### src/rtl/spi_cmd_pkg.sv
package spi_cmd_pkg;
  localparam int FRAME_W = 16;
  localparam int PAY_W   = 12;
  localparam int NCH     = 4;
  localparam int IDX_W   = 4;

  typedef enum logic [1:0] {
    K_ALL   = 2'd0,
    K_CHECK = 2'd1,
    K_REG   = 2'd2
  } reply_kind_t;

  localparam logic [3:0]         OP_CTRL   = 4'h0;
  localparam logic [3:0]         OP_CAL    = 4'hE;
  localparam logic [3:0]         SUB_READ  = 4'hA;
  localparam logic [3:0]         SUB_CHECK = 4'hF;
  localparam logic [FRAME_W-1:0] CHECK_ACK = 16'h0D0A;

  function automatic logic op_is_write(input logic [3:0] op);
    return (op >= 4'h1) && (op <= 4'hA);
  endfunction

  function automatic logic [PAY_W-1:0] keep_mask(input logic [3:0] op);
    case (op)
      4'h3:    return 12'h0FF;
      4'h5:    return 12'h003;
      4'h9:    return 12'hF0F;
      default: return 12'hFFF;
    endcase
  endfunction
endpackage

### src/rtl/spi_frame_port.sv
module spi_frame_port #(
  parameter int FW = 16
) (
  input  logic          clk,
  input  logic          rst,
  input  logic          sclk,
  input  logic          cs_n,
  input  logic          mosi,
  input  logic [FW-1:0] tx_word,
  output logic          load,
  output logic          commit,
  output logic [FW-1:0] rx_word,
  output logic          cs_idle,
  output logic          miso,
  output logic          miso_oe
);
  localparam int CNT_W = $clog2(FW + 2);
  localparam logic [CNT_W-1:0] CNT_FULL = CNT_W'(FW);
  localparam logic [CNT_W-1:0] CNT_OVR  = CNT_W'(FW + 1);

  logic [2:0]       sclk_s, cs_s;
  logic [1:0]       mosi_s;
  logic [CNT_W-1:0] cnt;
  logic [FW-1:0]    rx_sh, tx_sh;
  logic             s_rise, s_fall, c_fell, c_rose;

  assign s_rise  = sclk_s[1] & ~sclk_s[2];
  assign s_fall  = ~sclk_s[1] & sclk_s[2];
  assign c_fell  = ~cs_s[1] & cs_s[2];
  assign c_rose  = cs_s[1] & ~cs_s[2];
  assign cs_idle = cs_s[1];
  assign load    = c_fell;
  assign rx_word = rx_sh;

  always_ff @(posedge clk) begin
    if (rst) begin
      sclk_s  <= '0;
      cs_s    <= '1;
      mosi_s  <= '0;
      cnt     <= '0;
      rx_sh   <= '0;
      tx_sh   <= '0;
      miso    <= 1'b0;
      miso_oe <= 1'b0;
      commit  <= 1'b0;
    end else begin
      sclk_s <= {sclk_s[1:0], sclk};
      cs_s   <= {cs_s[1:0], cs_n};
      mosi_s <= {mosi_s[0], mosi};
      commit <= c_rose && (cnt == CNT_FULL);
      if (c_fell) begin
        cnt     <= '0;
        tx_sh   <= tx_word;
        miso    <= tx_word[FW-1];
        miso_oe <= 1'b1;
      end else if (c_rose) begin
        miso_oe <= 1'b0;
      end else if (!cs_s[1]) begin
        if (s_rise) begin
          rx_sh <= {rx_sh[FW-2:0], mosi_s[1]};
          if (cnt != CNT_OVR) cnt <= cnt + 1'b1;
        end
        if (s_fall) begin
          tx_sh <= {tx_sh[FW-2:0], 1'b0};
          miso  <= tx_sh[FW-2];
        end
      end
    end
  end
endmodule

### src/rtl/spi_cmd_regfile.sv
module spi_cmd_regfile #(
  parameter int W  = 12,
  parameter int AW = 4
) (
  input  logic          clk,
  input  logic          we,
  input  logic [AW-1:0] waddr,
  input  logic [W-1:0]  wdata,
  input  logic [AW-1:0] raddr,
  output logic [W-1:0]  rdata
);
  localparam int DEPTH = 1 << AW;

  logic [W-1:0] mem [DEPTH];

  always_ff @(posedge clk) begin
    if (we) mem[waddr] <= wdata;
    rdata <= mem[raddr];
  end
endmodule

### src/rtl/spi_reply_ctrl.sv
module spi_reply_ctrl
  import spi_cmd_pkg::*;
#(
  parameter logic [PAY_W-1:0] REV_ID = 12'h0C1
) (
  input  logic                       clk,
  input  logic                       rst,
  input  logic                       commit,
  input  logic                       load,
  input  logic [FRAME_W-1:0]         rx_word,
  input  logic [PAY_W-1:0]           rd_data,
  input  logic [NCH-1:0]             out_flt,
  input  logic [NCH-1:0]             gd_flt,
  input  logic [NCH-1:0]             ign_flt,
  input  logic [NCH-1:0][PAY_W-1:0]  diag_w,
  output logic [FRAME_W-1:0]         tx_word,
  output logic                       wr_en,
  output logic [IDX_W-1:0]           wr_idx,
  output logic [PAY_W-1:0]           wr_data,
  output logic [IDX_W-1:0]           rd_idx,
  output reply_kind_t                kind_q,
  output logic                       cor_q,
  output logic                       rst_flag_q
);
  logic [3:0]       op, sub, rad, addr_q;
  reply_kind_t      nk;
  logic [3:0]       na;
  logic             ncor, shown_q;
  logic [PAY_W-1:0] stat_word, body;

  assign op  = rx_word[15:12];
  assign sub = rx_word[11:8];
  assign rad = rx_word[7:4];

  always_comb begin
    nk   = K_ALL;
    na   = addr_q;
    ncor = 1'b0;
    if (op == OP_CTRL) begin
      if (sub == SUB_READ) begin
        nk = K_REG;
        na = rad;
      end else if (sub == SUB_CHECK) begin
        nk = K_CHECK;
      end else begin
        ncor = 1'b1;
      end
    end else if (!op_is_write(op) && op != OP_CAL) begin
      ncor = 1'b1;
    end
  end

  assign wr_en   = commit && op_is_write(op);
  assign wr_idx  = op - 4'd1;
  assign wr_data = rx_word[PAY_W-1:0] & keep_mask(op);
  assign rd_idx  = addr_q - 4'd5;

  assign stat_word = {ign_flt, gd_flt, out_flt};

  always_comb begin
    body = stat_word;
    if (kind_q == K_REG) begin
      if (addr_q == 4'h0)                       body = stat_word;
      else if (addr_q <= 4'(NCH))               body = diag_w[addr_q[1:0] - 2'd1];
      else if (addr_q == 4'hF)                  body = REV_ID;
      else                                      body = rd_data;
    end
  end

  assign tx_word = (kind_q == K_CHECK) ? CHECK_ACK
                                       : {rst_flag_q, cor_q, 2'b00, body};

  always_ff @(posedge clk) begin
    if (rst) begin
      kind_q     <= K_ALL;
      addr_q     <= '0;
      cor_q      <= 1'b0;
      rst_flag_q <= 1'b1;
      shown_q    <= 1'b0;
    end else begin
      if (load) shown_q <= rst_flag_q && (kind_q != K_CHECK);
      if (commit) begin
        kind_q  <= nk;
        addr_q  <= na;
        cor_q   <= ncor;
        shown_q <= 1'b0;
        if (shown_q) rst_flag_q <= 1'b0;
      end
    end
  end
endmodule

### src/rtl/spi_cmd_slave.sv
module spi_cmd_slave
  import spi_cmd_pkg::*;
#(
  parameter logic [PAY_W-1:0] REV_ID = 12'h0C1
) (
  input  logic                      clk,
  input  logic                      rst,
  input  logic                      spi_sclk,
  input  logic                      spi_cs_n,
  input  logic                      spi_mosi,
  output logic                      spi_miso,
  output logic                      spi_miso_oe,
  input  logic [NCH-1:0]            out_flt,
  input  logic [NCH-1:0]            gd_flt,
  input  logic [NCH-1:0]            ign_flt,
  input  logic [NCH-1:0][PAY_W-1:0] diag_w
);
  logic [FRAME_W-1:0] tx_word, rx_word;
  logic               load, commit, cs_idle;
  logic               wr_en;
  logic [IDX_W-1:0]   wr_idx, rd_idx;
  logic [PAY_W-1:0]   wr_data, rd_data;
  reply_kind_t        pend_kind;
  logic               cor_pend, flag_rst;

  spi_frame_port #(.FW(FRAME_W)) u_port (
    .clk(clk), .rst(rst), .sclk(spi_sclk), .cs_n(spi_cs_n), .mosi(spi_mosi),
    .tx_word(tx_word), .load(load), .commit(commit), .rx_word(rx_word),
    .cs_idle(cs_idle), .miso(spi_miso), .miso_oe(spi_miso_oe)
  );

  spi_cmd_regfile #(.W(PAY_W), .AW(IDX_W)) u_regs (
    .clk(clk), .we(wr_en), .waddr(wr_idx), .wdata(wr_data),
    .raddr(rd_idx), .rdata(rd_data)
  );

  spi_reply_ctrl #(.REV_ID(REV_ID)) u_reply (
    .clk(clk), .rst(rst), .commit(commit), .load(load), .rx_word(rx_word),
    .rd_data(rd_data), .out_flt(out_flt), .gd_flt(gd_flt), .ign_flt(ign_flt),
    .diag_w(diag_w), .tx_word(tx_word), .wr_en(wr_en), .wr_idx(wr_idx),
    .wr_data(wr_data), .rd_idx(rd_idx), .kind_q(pend_kind), .cor_q(cor_pend),
    .rst_flag_q(flag_rst)
  );
endmodule

### config.mk
export PLATFORM = sky130hd
export DESIGN_NAME = spi_cmd_slave
export DESIGN_NICKNAME = d
export VERILOG_FILES = /design/src/rtl/spi_cmd_pkg.sv /design/src/rtl/spi_frame_port.sv /design/src/rtl/spi_cmd_regfile.sv /design/src/rtl/spi_reply_ctrl.sv /design/src/rtl/spi_cmd_slave.sv
export SDC_FILE = /design/constraint.sdc
export NUM_CORES = 1
export LEC_CHECK = 0
export CORE_ASPECT_RATIO = 0.9
export CORE_UTILIZATION = 57
export DETAILED_ROUTE_END_ITERATION = 10
export DONT_BUFFER_PORTS = 1
export GPL_ROUTABILITY_DRIVEN = 0
export HOLD_SLACK_MARGIN = 0.15
export PLACE_DENSITY = 0.83
export RECOVER_POWER = 100
export SLEW_MARGIN = 20
export SYNTH_ARGS = -nofsm -noshare
export SYNTH_HDL_FRONTEND = slang
export SYNTH_HIERARCHICAL = 1
export SYNTH_SLANG_ARGS = --single-unit
### constraint.sdc
create_clock -name clk -period 2.92 [get_ports clk]
set_input_delay 0.292 -clock clk [delete_from_list [all_inputs] [get_ports clk]]
set_output_delay 0.292 -clock clk [all_outputs]
set_load 0.005 [all_outputs]
-- Word level (Yosys, flattened, before mapping)
Memory sizes are Yosys's and may differ from the RTL's. A register that Yosys moved wholly into a read port is not among the register bits.
Cells that the tools add are included.
- word-level logic and storage cells: 92
- bits in registers: 56
- output and inout port bits: 2
- memories: 1
- bits of input ports: 65
- RAM bits: 192
- memory list (name ; depth ; bits a word ; read ports ; clocked after memory_dff ; wr ports ; line ; text):
    u_regs.mem ; 16 ; 12 ; 1 ; 1 ; 1 ; spi_cmd_regfile.sv:14 ; logic [W-1:0] mem [DEPTH];
- add/sub/neg operators: 4
- multiplexer cells: 27
- bitwise gates (word level): 11
- $lt $le $gt $ge: 4
- reduce and logical (&&, ||, !) cells: 17
- equal/unequal tests: 14
- operators by type and width (kind ; number):
    2-to-1 mux 12 bit ; 5
    2-to-1 mux 15 bit ; 4
    one-hot mux 12 bit (3 select lines) ; 1
    binary-select mux 12 bit (select 2 bit) ; 1
    equality test 4 bit (second input constant) ; 4
    2-to-1 mux 16 bit ; 1
    2-to-1 mux 1 bit ; 13
    bitwise AND 12 bit ; 1
    zero test 4 bit ; 2
    AND reduction 4 bit ; 2
    NOT 1 bit ; 6
    AND reduction 3 bit ; 2
    adder 5 x 1 -> 5 bit (second input constant) ; 1
    equality test 5 bit (second input constant) ; 1
    logical AND 1 bit ; 5
    != test 5 bit (second input constant) ; 1
    bitwise AND 1 bit ; 4
    equality test 4 x 2 -> 1 bit (second input constant) ; 1
    equality test 4 x 3 -> 1 bit (second input constant) ; 1
    >= comparator 4 x 1 -> 1 bit (second input constant) ; 1
    less-or-equal comparator 4 x 3 -> 1 bit (second input constant) ; 1
    less-or-equal comparator 4 bit (second input constant) ; 1
    2-to-1 mux 2 bit ; 2
    != test 2 bit (second input constant) ; 2
    other kinds (12) ; 14

-- Depth between registers and ports, before layout
Gate-level depths: netlist (run 1).
- depth in word-level cells: 8
- gate-level depth with buffers: 10

-- Modules after synthesis
Netlist (run 1), hierarchy kept.
- by module, submodules not included (module ; sequential area each (um^2) ; area each (um^2) ; cells an instance ; instances):
    spi_cmd_regfile ; 6005.8 ; 7599.8 ; 329 ; 1
    spi_frame_port ; 940.9 ; 1941.9 ; 209 ; 1
    spi_reply_ctrl ; 180.2 ; 1420.1 ; 180 ; 1

-- Worst setup path before layout (run 1)
Ideal clock, no wire load.
- path kind: reg2reg
- from: register u_port.rx_sh[12], in the netlist u_port/rx_word[12]
- to: memory u_regs.mem[0][0], enable pin
- required time: 2524 ps
- path slack: 34 ps
- period minus slack after synthesis: 2886 ps
- library setup time: 396 ps
- arrival: 2490 ps
- cell stages (with the launch flop): 8
- path buffers: 0
- cell sequence: dfxtp_1 inv_1 ha_1 nor3b_1 o21ai_0 and2_1 or3b_1 nor3_1
- RTL lines (element ; line ; text):
    from (decl) ; spi_frame_port.sv:24 ; logic [FW-1:0] rx_sh, tx_sh;
    from (signal assigned) ; spi_frame_port.sv:60 ; rx_sh <= {rx_sh[FW-2:0], mosi_s[1]};
    subtractor 4 x 1 -> 4 bit ; spi_reply_ctrl.sv:54 ; assign wr_idx = op - 4'd1;
    net wr_idx[0] ; spi_cmd_slave.sv:21 ; logic [IDX_W-1:0] wr_idx, rd_idx;
    to (decl) ; spi_cmd_regfile.sv:14 ;
The timed path passes the listed nets, and every way through them passes these cells.

-- Final worst setup path (run 1)
- from: register u_port.rx_sh[12], in the netlist u_port/rx_word[12]
- to: memory u_regs.mem[0][1], enable pin
Same word-level chain as after synthesis.

==> out/qor.csv, run 1 <==
metric;value;unit
status;finished, final reports clean;
Crit path max-delay family;simple AND/OR/NAND/NOR gates;
CP arrival;2.88;ns
Area Overhead vs Synth;9.429;%
clk slew on worst S/H paths;0.07;ns
via count of the first global-routing pass;6285;
Worst Path Max Fanout;12;
first-pass GRT wire length;35440;um
Stages on worst setup path;8;
max_slew headroom;0.1293;
FF+latch count, synth;260;
PnR worst setup slack;0.2362;ns
TritonCTS clock tree;done;
Routed Antenna Nets;0;
maxcap violations;0;
Initial Util;0.5899;
Final Hold Vio Count;0;
Die W;148.2;um
Post-Syn Instances;718;
Slowest-stage cell, CP;or3b_1;
area post-placement;0.01126;sq mm
asr flop ratio synth;0;
max incr delay on CP;0.45;ns
Post-Syn Area;0.01096;sq mm
Tmin final;2.684;ns
n_diodes;0;
Post-Route Utilization;0.6455;
Vias;6356;
RSZ-0062 raised after global routing;false;
share of cells above drive strength 1;0.1574;
wire per inst;23.19;um
endpoints failing setup;0;
prevailing post-synth register cell;edfxtp_1;
root buf cell;clkbuf_16;
placed insts;948;
DP HPWL;14650;um
Tcrit/Tclk final;0.9191;
total power;7.053;mW
clk buf depth;3;
number of vias per cell;6.350;
drt first pass iters;5;
CORE AREA;0.01858;sq mm
clock skew;0.008551;ns
Total GRT Usage;0.2377;
clock latency on the worst-skew pair;0.52;ns
critical path startpoint category;flip-flop;
maximum clock rate;372.6;MHz
Pins Over Slew Limit;0;
worst endpoint required time;3.12;ns
sequential share of the synthesized area;0.6502;
Routed WL;23220;um
post-CTS sizing;0;
Peak supply drop;0.0005221;V
crit end category;flip-flop;
Hold Path Depth;4;
initial antenna violation count;0;
pre-CTS setup slack;0.4166;ns
Pwr Density;588.0;mW/mm^2
critical path type;flip-flop to flip-flop;
total die area;0.01979;sq mm
Final TNS setup;0;ns
largest net degree at the start of global routing;53;
Worst-Margin Slew;1.306;ns
CTS sink cnt;260;
gr ovfl total;0;
fin cells;1001;
Hold Path Class;primary input to flip-flop;
Synth cell types;56;
Ports;67;
Hold WS;0.2332;ns
Iter 0 DRT Violations;539;
cell type with the largest total area after synthesis;edfxtp_1;
Static Leak;4.082;nW
# rows;47;
Post-synth EDFFs;192;
reg2reg path depth;8;
Cell Chain, Critical Path;inv_1, ha_1, nor3b_1, o21ai_0, and2_0, or3b_1, nor3_1, clkbuf_2;
top-area cell type share of the netlist area;0.5260;
Finished Cell Area;0.01200;sq mm
crit path buf inv count;2;
Port Buf Inserts;0;
Die Span Y;133.6;um
DRC;0;
CTS Buf Count;25;
Mean Syn Cell Area;15.27;sq um
synth top area cells;edfxtp_1, dfxtp_1, mux4_2, mux4_1, mux2i_1;
Layout Nets;815;
H-tree level count;1;
synth warn;6;
==> registers in the layout, indices dropped and copies added, names as in the netlist, 2 cells and up <==
name and count:
u_regs/mem 192, u_regs/rdata 12, u_port/sclk_s 3, u_port/tx_sh 15
u_reply/kind_q 2, u_port/rx_word 16, u_port/mosi_s 2, u_port/cnt 5
u_reply/addr_q 4, u_port/cs_s 3
==> routing by layer <==
layer | track usage | routed length, um | up-vias
li1 | - | - | 2837
met1 | 0.3345 | 9632 | 3183
met2 | 0.3829 | 11360 | 298
met3 | 0.04007 | 1719 | 38
met4 | 0.07102 | 510 | 0
met5 | 0 | 0 | -
==> logic make-up after synthesis <==
group                    count (synthesis)  share of synthesized area
flip-flops                             260                     0.6502
AND/OR/NAND/NOR                        171                    0.08230
AO/OA/AOI/OAI                          110                    0.06963
multiplexers                            95                     0.1478
buffers and inverters                   63                    0.03093
adder cells (fa/ha/maj)                 13                    0.01484
XOR/XNOR                                 5                   0.003995
other                                    1                  0.0003421
==> synthesized netlist by cell type, types with 8 or more instances <==
master,instances
edfxtp_1,192
dfxtp_1,68
nand2_1,50
mux2i_1,37
a21oi_1,36
nor3_1,35
mux4_2,33
a22oi_1,27
nor2_1,23
clkbuf_1,19
inv_1,16
a211oi_1,15
mux4_1,15
buf_2,14
nor2b_1,14
ha_1,13
o21ai_0,11
and2_1,10
mux2_2,10
buf_4,8
==> path summary, 6_finish.rpt <==
check,startpoint,endpoint,slack [ns]
setup / recovery,u_port/rx_word[12],u_regs/mem[0][1],0.24
hold / removal,out_flt[2],u_port/tx_sh[2],0.23
setup reg to reg,u_port/rx_word[12],u_regs/mem[0][1],0.24
hold reg to reg,u_port/cs_s[0],u_port/cs_s[1],0.43
==> tightest hold or removal path: stages <==
cell	delay, ns
o21ai_0	0.14
a21oi_1	0.06
mux2i_1	0.13
a211oi_1	0.08
==> cells in the final DEF (no fill, tap or decap), types with 6 or more instances in the layout <==
| cell | instances |
|---|---|
| nand2b_1 | 6 |
| nor3_1 | 35 |
| mux4_2 | 33 |
| dfxtp_1 | 68 |
| inv_1 | 16 |
| mux4_1 | 15 |
| ha_1 | 13 |
| a22oi_1 | 27 |
| a21oi_1 | 36 |
| clkbuf_16 | 25 |
| o21ai_0 | 12 |
| buf_4 | 9 |
| clkbuf_1 | 9 |
| mux2i_1 | 37 |
| a211oi_1 | 15 |
| mux2_2 | 10 |
| nand2_1 | 50 |
| clkbuf_2 | 15 |
| a221oi_1 | 8 |
| and2_0 | 7 |
| edfxtp_1 | 192 |
| clkinv_2 | 8 |
| dlygate4sd3_1 | 6 |
| nor2_1 | 23 |
| nand3_1 | 6 |
| nor2b_1 | 14 |
==> power breakdown <==
| group | leakage (nW) | switching, mW | internal, mW |
|---|---|---|---|
| clock | 0.372 | 1.33 | 1.67 |
| combinational | 1.38 | 0.0587 | 0.0550 |
| sequential | 2.33 | 0.0118 | 3.93 |
==> layout make-up <==
| class | instances | area (sq um) |
|---|---|---|
| multi-input combinational | 396 | 3458 |
| clock buffer | 29 | 640.6 |
| fill | 1269 | 6588 |
| tap | 245 | 306.5 |
| clock inverter | 17 | 121.4 |
| timing repair buffer | 38 | 281.5 |
| inverter | 16 | 60.06 |
| sequential | 260 | 7127 |
==> timing repair <==
| item | CTS | global route |
|---|---|---|
| setup buffers | 0 | 0 |
| hold buffers | 7 | 0 |
| hold endpoints to repair | 56 | 0 |
Power figures use the tool's default switching activity.
==> run 2: changes to the inputs <==
--- a/config.mk
+++ b/config.mk
@@ -16,5 +16,4 @@
 export SLEW_MARGIN = 20
 export SYNTH_ARGS = -nofsm -noshare
 export SYNTH_HDL_FRONTEND = slang
-export SYNTH_HIERARCHICAL = 1
 export SYNTH_SLANG_ARGS = --single-unit
==> run 2 against run 1 <==
  * Register-to-register slack improved by 0.20 ns
  * Clock power barely moved
  * Design area rose by 1.3%
  * Largest power group unchanged
  * Critical path type unchanged
  * Area after synthesis fell by 2.2%
  * Worst hold slack improved by 0.0030 ns
  * Core utilization rose by 1.4 points
  * Critical path depth fell by 2
  * Total power rose by 1.6%
  * Routed wire length fell by 6.3%
  * Synthesized cell count fell by 5.3%
==> out/qor.csv, run 2 <==
metric;value;unit;change
most frequent cells in the layout;edfxtp_1, conb_1, dfxtp_1, mux4_2, nor2_1;;
crit end category;flip-flop;;
initial antenna violation count;3;;+3
first-pass GRT wire length;34070;um;-3.9%
worst endpoint required time;3.30;ns;+0.18 ns
Peak supply drop;0.0003879;V;-26%
CP arrival;2.86;ns;-0.02 ns
Routed WL;21760;um;-6.3%
Hold WS;0.2362;ns;+0.002999 ns
CTS Buf Count;24;;-4.0%
Iter 0 DRT Violations;591;;+9.6%
Synth cell types;60;;+7.1%
Cell Chain, Critical Path;inv_1, ha_1, buf_12, mux4_2, a221oi_1, o22ai_1;;
CTS sink cnt;260;;unchanged
clk buf depth;3;;unchanged
max incr delay on CP;0.52;ns;+0.07 ns
Ports;67;;unchanged
maximum clock rate;403.3;MHz;+8.3%
gr ovfl total;0;;unchanged
asr flop ratio synth;0;;unchanged
Post-synth EDFFs;192;;unchanged
Slowest-stage cell, CP;dfxtp_1;;
via count of the first global-routing pass;6213;;-1.1%
Hold Path Class;primary input to flip-flop;;
number of vias per cell;5.945;;-6.4%
synth top area cells;edfxtp_1, dfxtp_1, mux4_2, mux2i_1, nor2_1;;
Total GRT Usage;0.2313;;-0.006346
clock latency on the worst-skew pair;0.52;ns;about the same
post-synthesis adder-cell area fraction;0.01050;;-0.004339
post-synthesis mux area share;0.1492;;+0.001393
synth warn;0;;-6
Post-Syn Instances;680;;-5.3%
Synth Area in XOR/XNOR;0.006533;;+0.002538
DP HPWL;14040;um;-4.2%
CORE AREA;0.01841;sq mm;-0.95%
Compound-Gate Fraction of Synth Area;0.06230;;-0.007331
combinational family with the most area after synthesis;multiplexers;;
largest net degree at the start of global routing;55;;+3.8%
Static Leak;4.117;nW;+0.85%
pre-CTS setup slack;0.6753;ns;+0.2586 ns
drt first pass iters;5;;unchanged
TritonCTS clock tree;done;;
post-CTS sizing;0;;unchanged
most common cell after layout, fill and taps aside;edfxtp_1;;
clock skew;0.01309;ns;+0.004540 ns
Vias;6177;;-2.8%
Post-Route Utilization;0.6598;;+0.01434
Pins Over Slew Limit;0;;unchanged
critical path type;flip-flop to flip-flop;;
max_slew headroom;0.3018;;+0.1725
# rows;47;;unchanged
Initial Util;0.5827;;-0.007194
Pwr Density;589.9;mW/mm^2;+0.33%
Tcrit/Tclk final;0.8491;;-0.07006
clk slew on worst S/H paths;0.07;ns;about the same
share of cells above drive strength 1;0.1427;;-0.01473
Final Hold Vio Count;0;;unchanged
H-tree level count;1;;unchanged
Routed Antenna Nets;0;;unchanged
DRC;0;;unchanged
FF+latch count, synth;260;;unchanged
critical path startpoint category;flip-flop;;
RSZ-0062 raised after global routing;false;;
top-area cell type share of the netlist area;0.5376;;+0.01160
sequential share of the synthesized area;0.6645;;+0.01433
Synth top cells by count;edfxtp_1, dfxtp_1, mux4_2, nor2_1, nand2_1;;
Final TNS setup;0;ns;unchanged
Worst Path Max Fanout;35;;+23
PnR worst setup slack;0.4407;ns;+0.2046 ns
Port Buf Inserts;0;;unchanged
endpoints failing setup;0;;unchanged
Post-Syn Area;0.01073;sq mm;-2.2%
placed insts;977;;+3.1%
total die area;0.01937;sq mm;-2.1%
status;finished, final reports clean;;
Worst-Margin Slew;1.047;ns;-0.2587 ns
Area Overhead vs Synth;13.24;%;
Mean Syn Cell Area;15.77;sq um;+3.3%
fin cells;1039;;+3.8%
most common cell in the netlist;edfxtp_1;;
cell type with the largest total area after synthesis;edfxtp_1;;
maxcap violations;0;;unchanged
Die W;146.6;um;-1.1%
Tmin final;2.479;ns;-0.2046 ns
root buf cell;clkbuf_16;;
Layout Nets;848;;+4.0%
Biggest register;u_regs.mem;;
max FFs per register;192;;unchanged
Simple-Gate Fraction of Synth Area;0.07851;;-0.003785
wire per inst;20.94;um;-9.7%
Die Span Y;132.1;um;-1.1%
prevailing post-synth register cell;edfxtp_1;;
-- run 2: final cells by class --
cell class,count,area [sq um]
flip-flops and latches,260,7127
fillers,1256,6261
multi-input cells,432,3565
clock buffers,27,641.9
repair buffers,41,322.8
well taps,245,306.5
clock inverters,17,121.4
inverters,15,56.30
diodes,2,5.005
-- run 2: final timing paths --
path                     start                to  slack (ns)  cells past startpoint
max          u_reply.addr_q[0]  u_port.tx_sh[11]        0.44                      6
min                  gd_flt[0]   u_port.tx_sh[4]        0.24                      3
min reg2reg     u_port.cs_s[0]    u_port.cs_s[1]        0.42                      1
max reg2reg  u_reply.addr_q[0]  u_port.tx_sh[11]        0.44                      6
-- run 2: worst max-delay path: cells and delay by family (launching register included) --
kind	cells	cell delay, ns
adder cells (fa/ha/maj)	1	0.42
flip-flops	1	0.52
multiplexers	1	0.37
AO/OA/AOI/OAI	2	0.63
buffers and inverters	2	0.39
-- run 2: kinds of logic after synthesis --
group,count (synthesis)
compound gates,93
xor+xnor,8
fa+ha+maj,9
buf+inv,59
flops,260
mux,84
other cells,1
simple gates,166
-- run 2: stage by stage --
stage | instance area [sq um] | power [mW]
2_1_floorplan | 10990 | 4.181
3_3_place_gp | 11280 | 4.194
3_5_place_dp | 11280 | 4.202
4_1_cts | 12210 | 7.204
5_1_grt | 12140 | 7.354
6_report | 12150 | 7.165
-- run 2: routing by layer --
| metal | vias to the layer above | track usage | share of wire |
|---|---|---|---|
| met5 | - | 0 | 0.00069 |
| met4 | 2 | 0.07234 | 0.029 |
| met3 | 51 | 0.04394 | 0.069 |
| met2 | 261 | 0.3902 | 0.51 |
| met1 | 3096 | 0.3061 | 0.40 |
| li1 | 2767 | - | - |
-- run 2: power by group --
part	leakage, nW	internal, mW	total [mW]	switching (mW)
clock network	0.391	1.68	3.01	1.33
logic	1.32	0.0723	0.157	0.0842
registers	2.40	3.98	4.00	0.0222
-- run 2: repair_timing --
| item | in CTS | in global routing |
|---|---|---|
| hold buffers | 16 | 0 |
| endpoints found under the hold margin | 56 | 0 |
| setup buffers | 0 | 0 |
==> run 3: changes to the inputs <==
--- a/config.mk
+++ b/config.mk
@@ -6,12 +6,12 @@
 export NUM_CORES = 1
 export LEC_CHECK = 0
 export CORE_ASPECT_RATIO = 0.9
-export CORE_UTILIZATION = 57
+export CORE_UTILIZATION = 63
 export DETAILED_ROUTE_END_ITERATION = 10
 export DONT_BUFFER_PORTS = 1
 export GPL_ROUTABILITY_DRIVEN = 0
 export HOLD_SLACK_MARGIN = 0.15
-export PLACE_DENSITY = 0.83
+export PLACE_DENSITY = 0.87
 export RECOVER_POWER = 100
 export SLEW_MARGIN = 20
 export SYNTH_ARGS = -nofsm -noshare
==> constraint.sdc (replaced) <==
create_clock -name clk -period 2.5 [get_ports clk]
set_input_delay 0.25 -clock clk [delete_from_list [all_inputs] [get_ports clk]]
set_output_delay 0.25 -clock clk [all_outputs]
set_load 0.005 [all_outputs]
==> run 3 against run 2 <==
  * Routed wire length rose by 8.7%
  * Register-to-register slack got worse by 0.28 ns
  * Clock power grew 18%
  * Total power up 17%
  * Sequential power is 17% higher
  * Clock skew fell by 0.0045 ns
  * Flip-flop and latch count is the same
  * Via count grew 4.4%
  * Fmax is 6.0% higher
  * Critical endpoint unchanged
  * Highest routed layer unchanged
==> out/qor.csv, run 3 (synthesis results as in run 2) <==
metric;value;unit;change
status;finished, final reports clean;;
max_slew headroom;0.3675;;+0.06573
share of cells above drive strength 1;0.1434;;+0.0007195
H-tree level count;1;;unchanged
Reg2Reg Launch Point;u_port.cs_s[1];;
Area Overhead vs Synth;13.17;%;about the same
Post CTS Setup Buffer Count;0;;unchanged
Hold Path Class;primary input to flip-flop;;
Routed WL;23650;um;+8.7%
# rows;44;;-6.4%
hold path start;out_flt[2];;
CTS Buf Count;25;;+4.2%
Routed Antenna Nets;0;;unchanged
Worst-Margin Slew;0.9467;ns;-0.1005 ns
CP arrival;2.72;ns;-0.14 ns
clock latency on the worst-skew pair;0.50;ns;-0.02 ns
max FFs per register;192;;unchanged
drt first pass iters;5;;unchanged
most common cell after layout, fill and taps aside;edfxtp_1;;
DRC;0;;unchanged
Peak supply drop;0.0005391;V;+39%
via count of the first global-routing pass;6527;;+5.1%
CORE AREA;0.01641;sq mm;-11%
DP HPWL;14930;um;+6.3%
TritonCTS clock tree;done;;
Port Buf Inserts;0;;unchanged
Biggest register;u_regs.mem;;
critical path type;flip-flop to flip-flop;;
clock skew;0.008589;ns;-0.004502 ns
total die area;0.01755;sq mm;-9.4%
Ports;67;;unchanged
Worst Path Max Fanout;12;;-66%
Total GRT Usage;0.2738;;+0.04250
number of vias per cell;6.425;;+8.1%
endpoints failing setup;0;;unchanged
Post-Route Utilization;0.7399;;+0.08001
Die W;139.5;um;-4.8%
critical path startpoint category;flip-flop;;
CP startpoint;u_port.cs_s[1];;
Tcrit/Tclk final;0.9357;;+0.08667
Tmin final;2.339;ns;-0.1399 ns
RSZ-0062 raised after global routing;false;;
clk buf depth;3;;unchanged
CTS sink cnt;260;;unchanged
root buf cell;clkbuf_16;;
maxcap violations;0;;unchanged
worst endpoint required time;2.88;ns;-0.42 ns
Iter 0 DRT Violations;897;;+52%
maximum clock rate;427.5;MHz;+6.0%
Final TNS setup;0;ns;unchanged
most frequent cells in the layout;edfxtp_1, conb_1, dfxtp_1, mux4_2, nor2_1;;
Pins Over Slew Limit;0;;unchanged
area post-placement;0.01127;sq mm;about the same
initial antenna violation count;4;;+1
gr ovfl total;0;;unchanged
Final Hold Vio Count;0;;unchanged
Pwr Density;693.4;mW/mm^2;+18%
Finished Cell Area;0.01214;sq mm;about the same
clk slew on worst S/H paths;0.07;ns;about the same
Static Leak;4.118;nW;about the same
crit end category;flip-flop;;
Layout Nets;851;;+0.35%
first-pass GRT wire length;35630;um;+4.6%
Filler cells;942;;-25%
largest net degree at the start of global routing;55;;unchanged
Hold WS;0.1669;ns;-0.06931 ns
wire per inst;23.56;um;+12%
Die Span Y;125.8;um;-4.8%
Initial Util;0.6538;;+0.07106
Vias;6451;;+4.4%
run 3: changes by cell type in the layout (fill, tap and decap cells not counted), moves of 2 or more:
cell,before,now
inv_1,18,15
clkbuf_1,16,23
inv_4,2,0
clkbuf_8,3,1
clkbuf_2,0,3
run 3: worst paths after layout:
check	endpoint	slack [ns]	cells past startpoint
worst max-delay path	u_port.tx_sh[11]	0.16	6
worst min-delay path	u_port.tx_sh[2]	0.17	3
worst max register to register	u_port.tx_sh[11]	0.16	6
worst min register to register	u_port.cs_s[1]	0.42	1
run 3: where the power goes:
group / total (mW) / internal [mW] / switching [mW]
sequential: 4.68 / 4.65 / 0.0276
clock: 3.55 / 2.08 / 1.47
combinational: 0.188 / 0.0850 / 0.103
run 3: layer usage:
| metal | wire length [um] | GRT usage | vias up |
|---|---|---|---|
| met3 | 2114 | 0.05779 | 80 |
| met1 | 8696 | 0.3470 | 3196 |
| met5 | 23 | 0 | - |
| li1 | - | - | 2779 |
| met4 | 1036 | 0.1189 | 4 |
| met2 | 11780 | 0.4626 | 392 |
run 3: what timing repair did:
item / CTS / global route
endpoints found under the hold margin: 56 / 0
endpoints found under the setup margin: 0 / 1
hold buffers: 16 / 0
gates resized for setup: 0 / 2
run 3: critical path, cell delays in order, from the launching register on:
cell	delay, ns
dfxtp_1	0.34
or3b_1	0.45
clkbuf_1	0.29
a21oi_1	0.43
clkbuf_2	0.34
mux2i_1	0.27
o22ai_1	0.10
run 3: cell type report:
| type | instances | area (sq um) | share of cell area |
|---|---|---|---|
| Antenna cell | 2 | 5.005 | 0.0004123 |
| Clock buffer | 35 | 673.1 | 0.05546 |
| Clock inverter | 10 | 93.84 | 0.007731 |
| Inverter | 15 | 56.30 | 0.004639 |
| Multi-Input combinational cell | 432 | 3582 | 0.2951 |
| Sequential cell | 260 | 7127 | 0.5872 |
| Tap cell | 207 | 259.0 | 0.02134 |
| Timing Repair Buffer | 43 | 341.6 | 0.02814 |
run 3: metrics by stage:
| step | power, mW | instances | setup WS, ns |
|---|---|---|---|
| floorplan | 4.884 | 751 | 0.01231 |
| global placement | 4.897 | 941 | 0.4437 |
| detailed placement | 4.909 | 941 | 0.3066 |
| CTS | 8.436 | 1002 | 0.09186 |
| global route | 8.630 | 1002 | 0.03730 |
| finish | 8.417 | 1004 | 0.1606 |
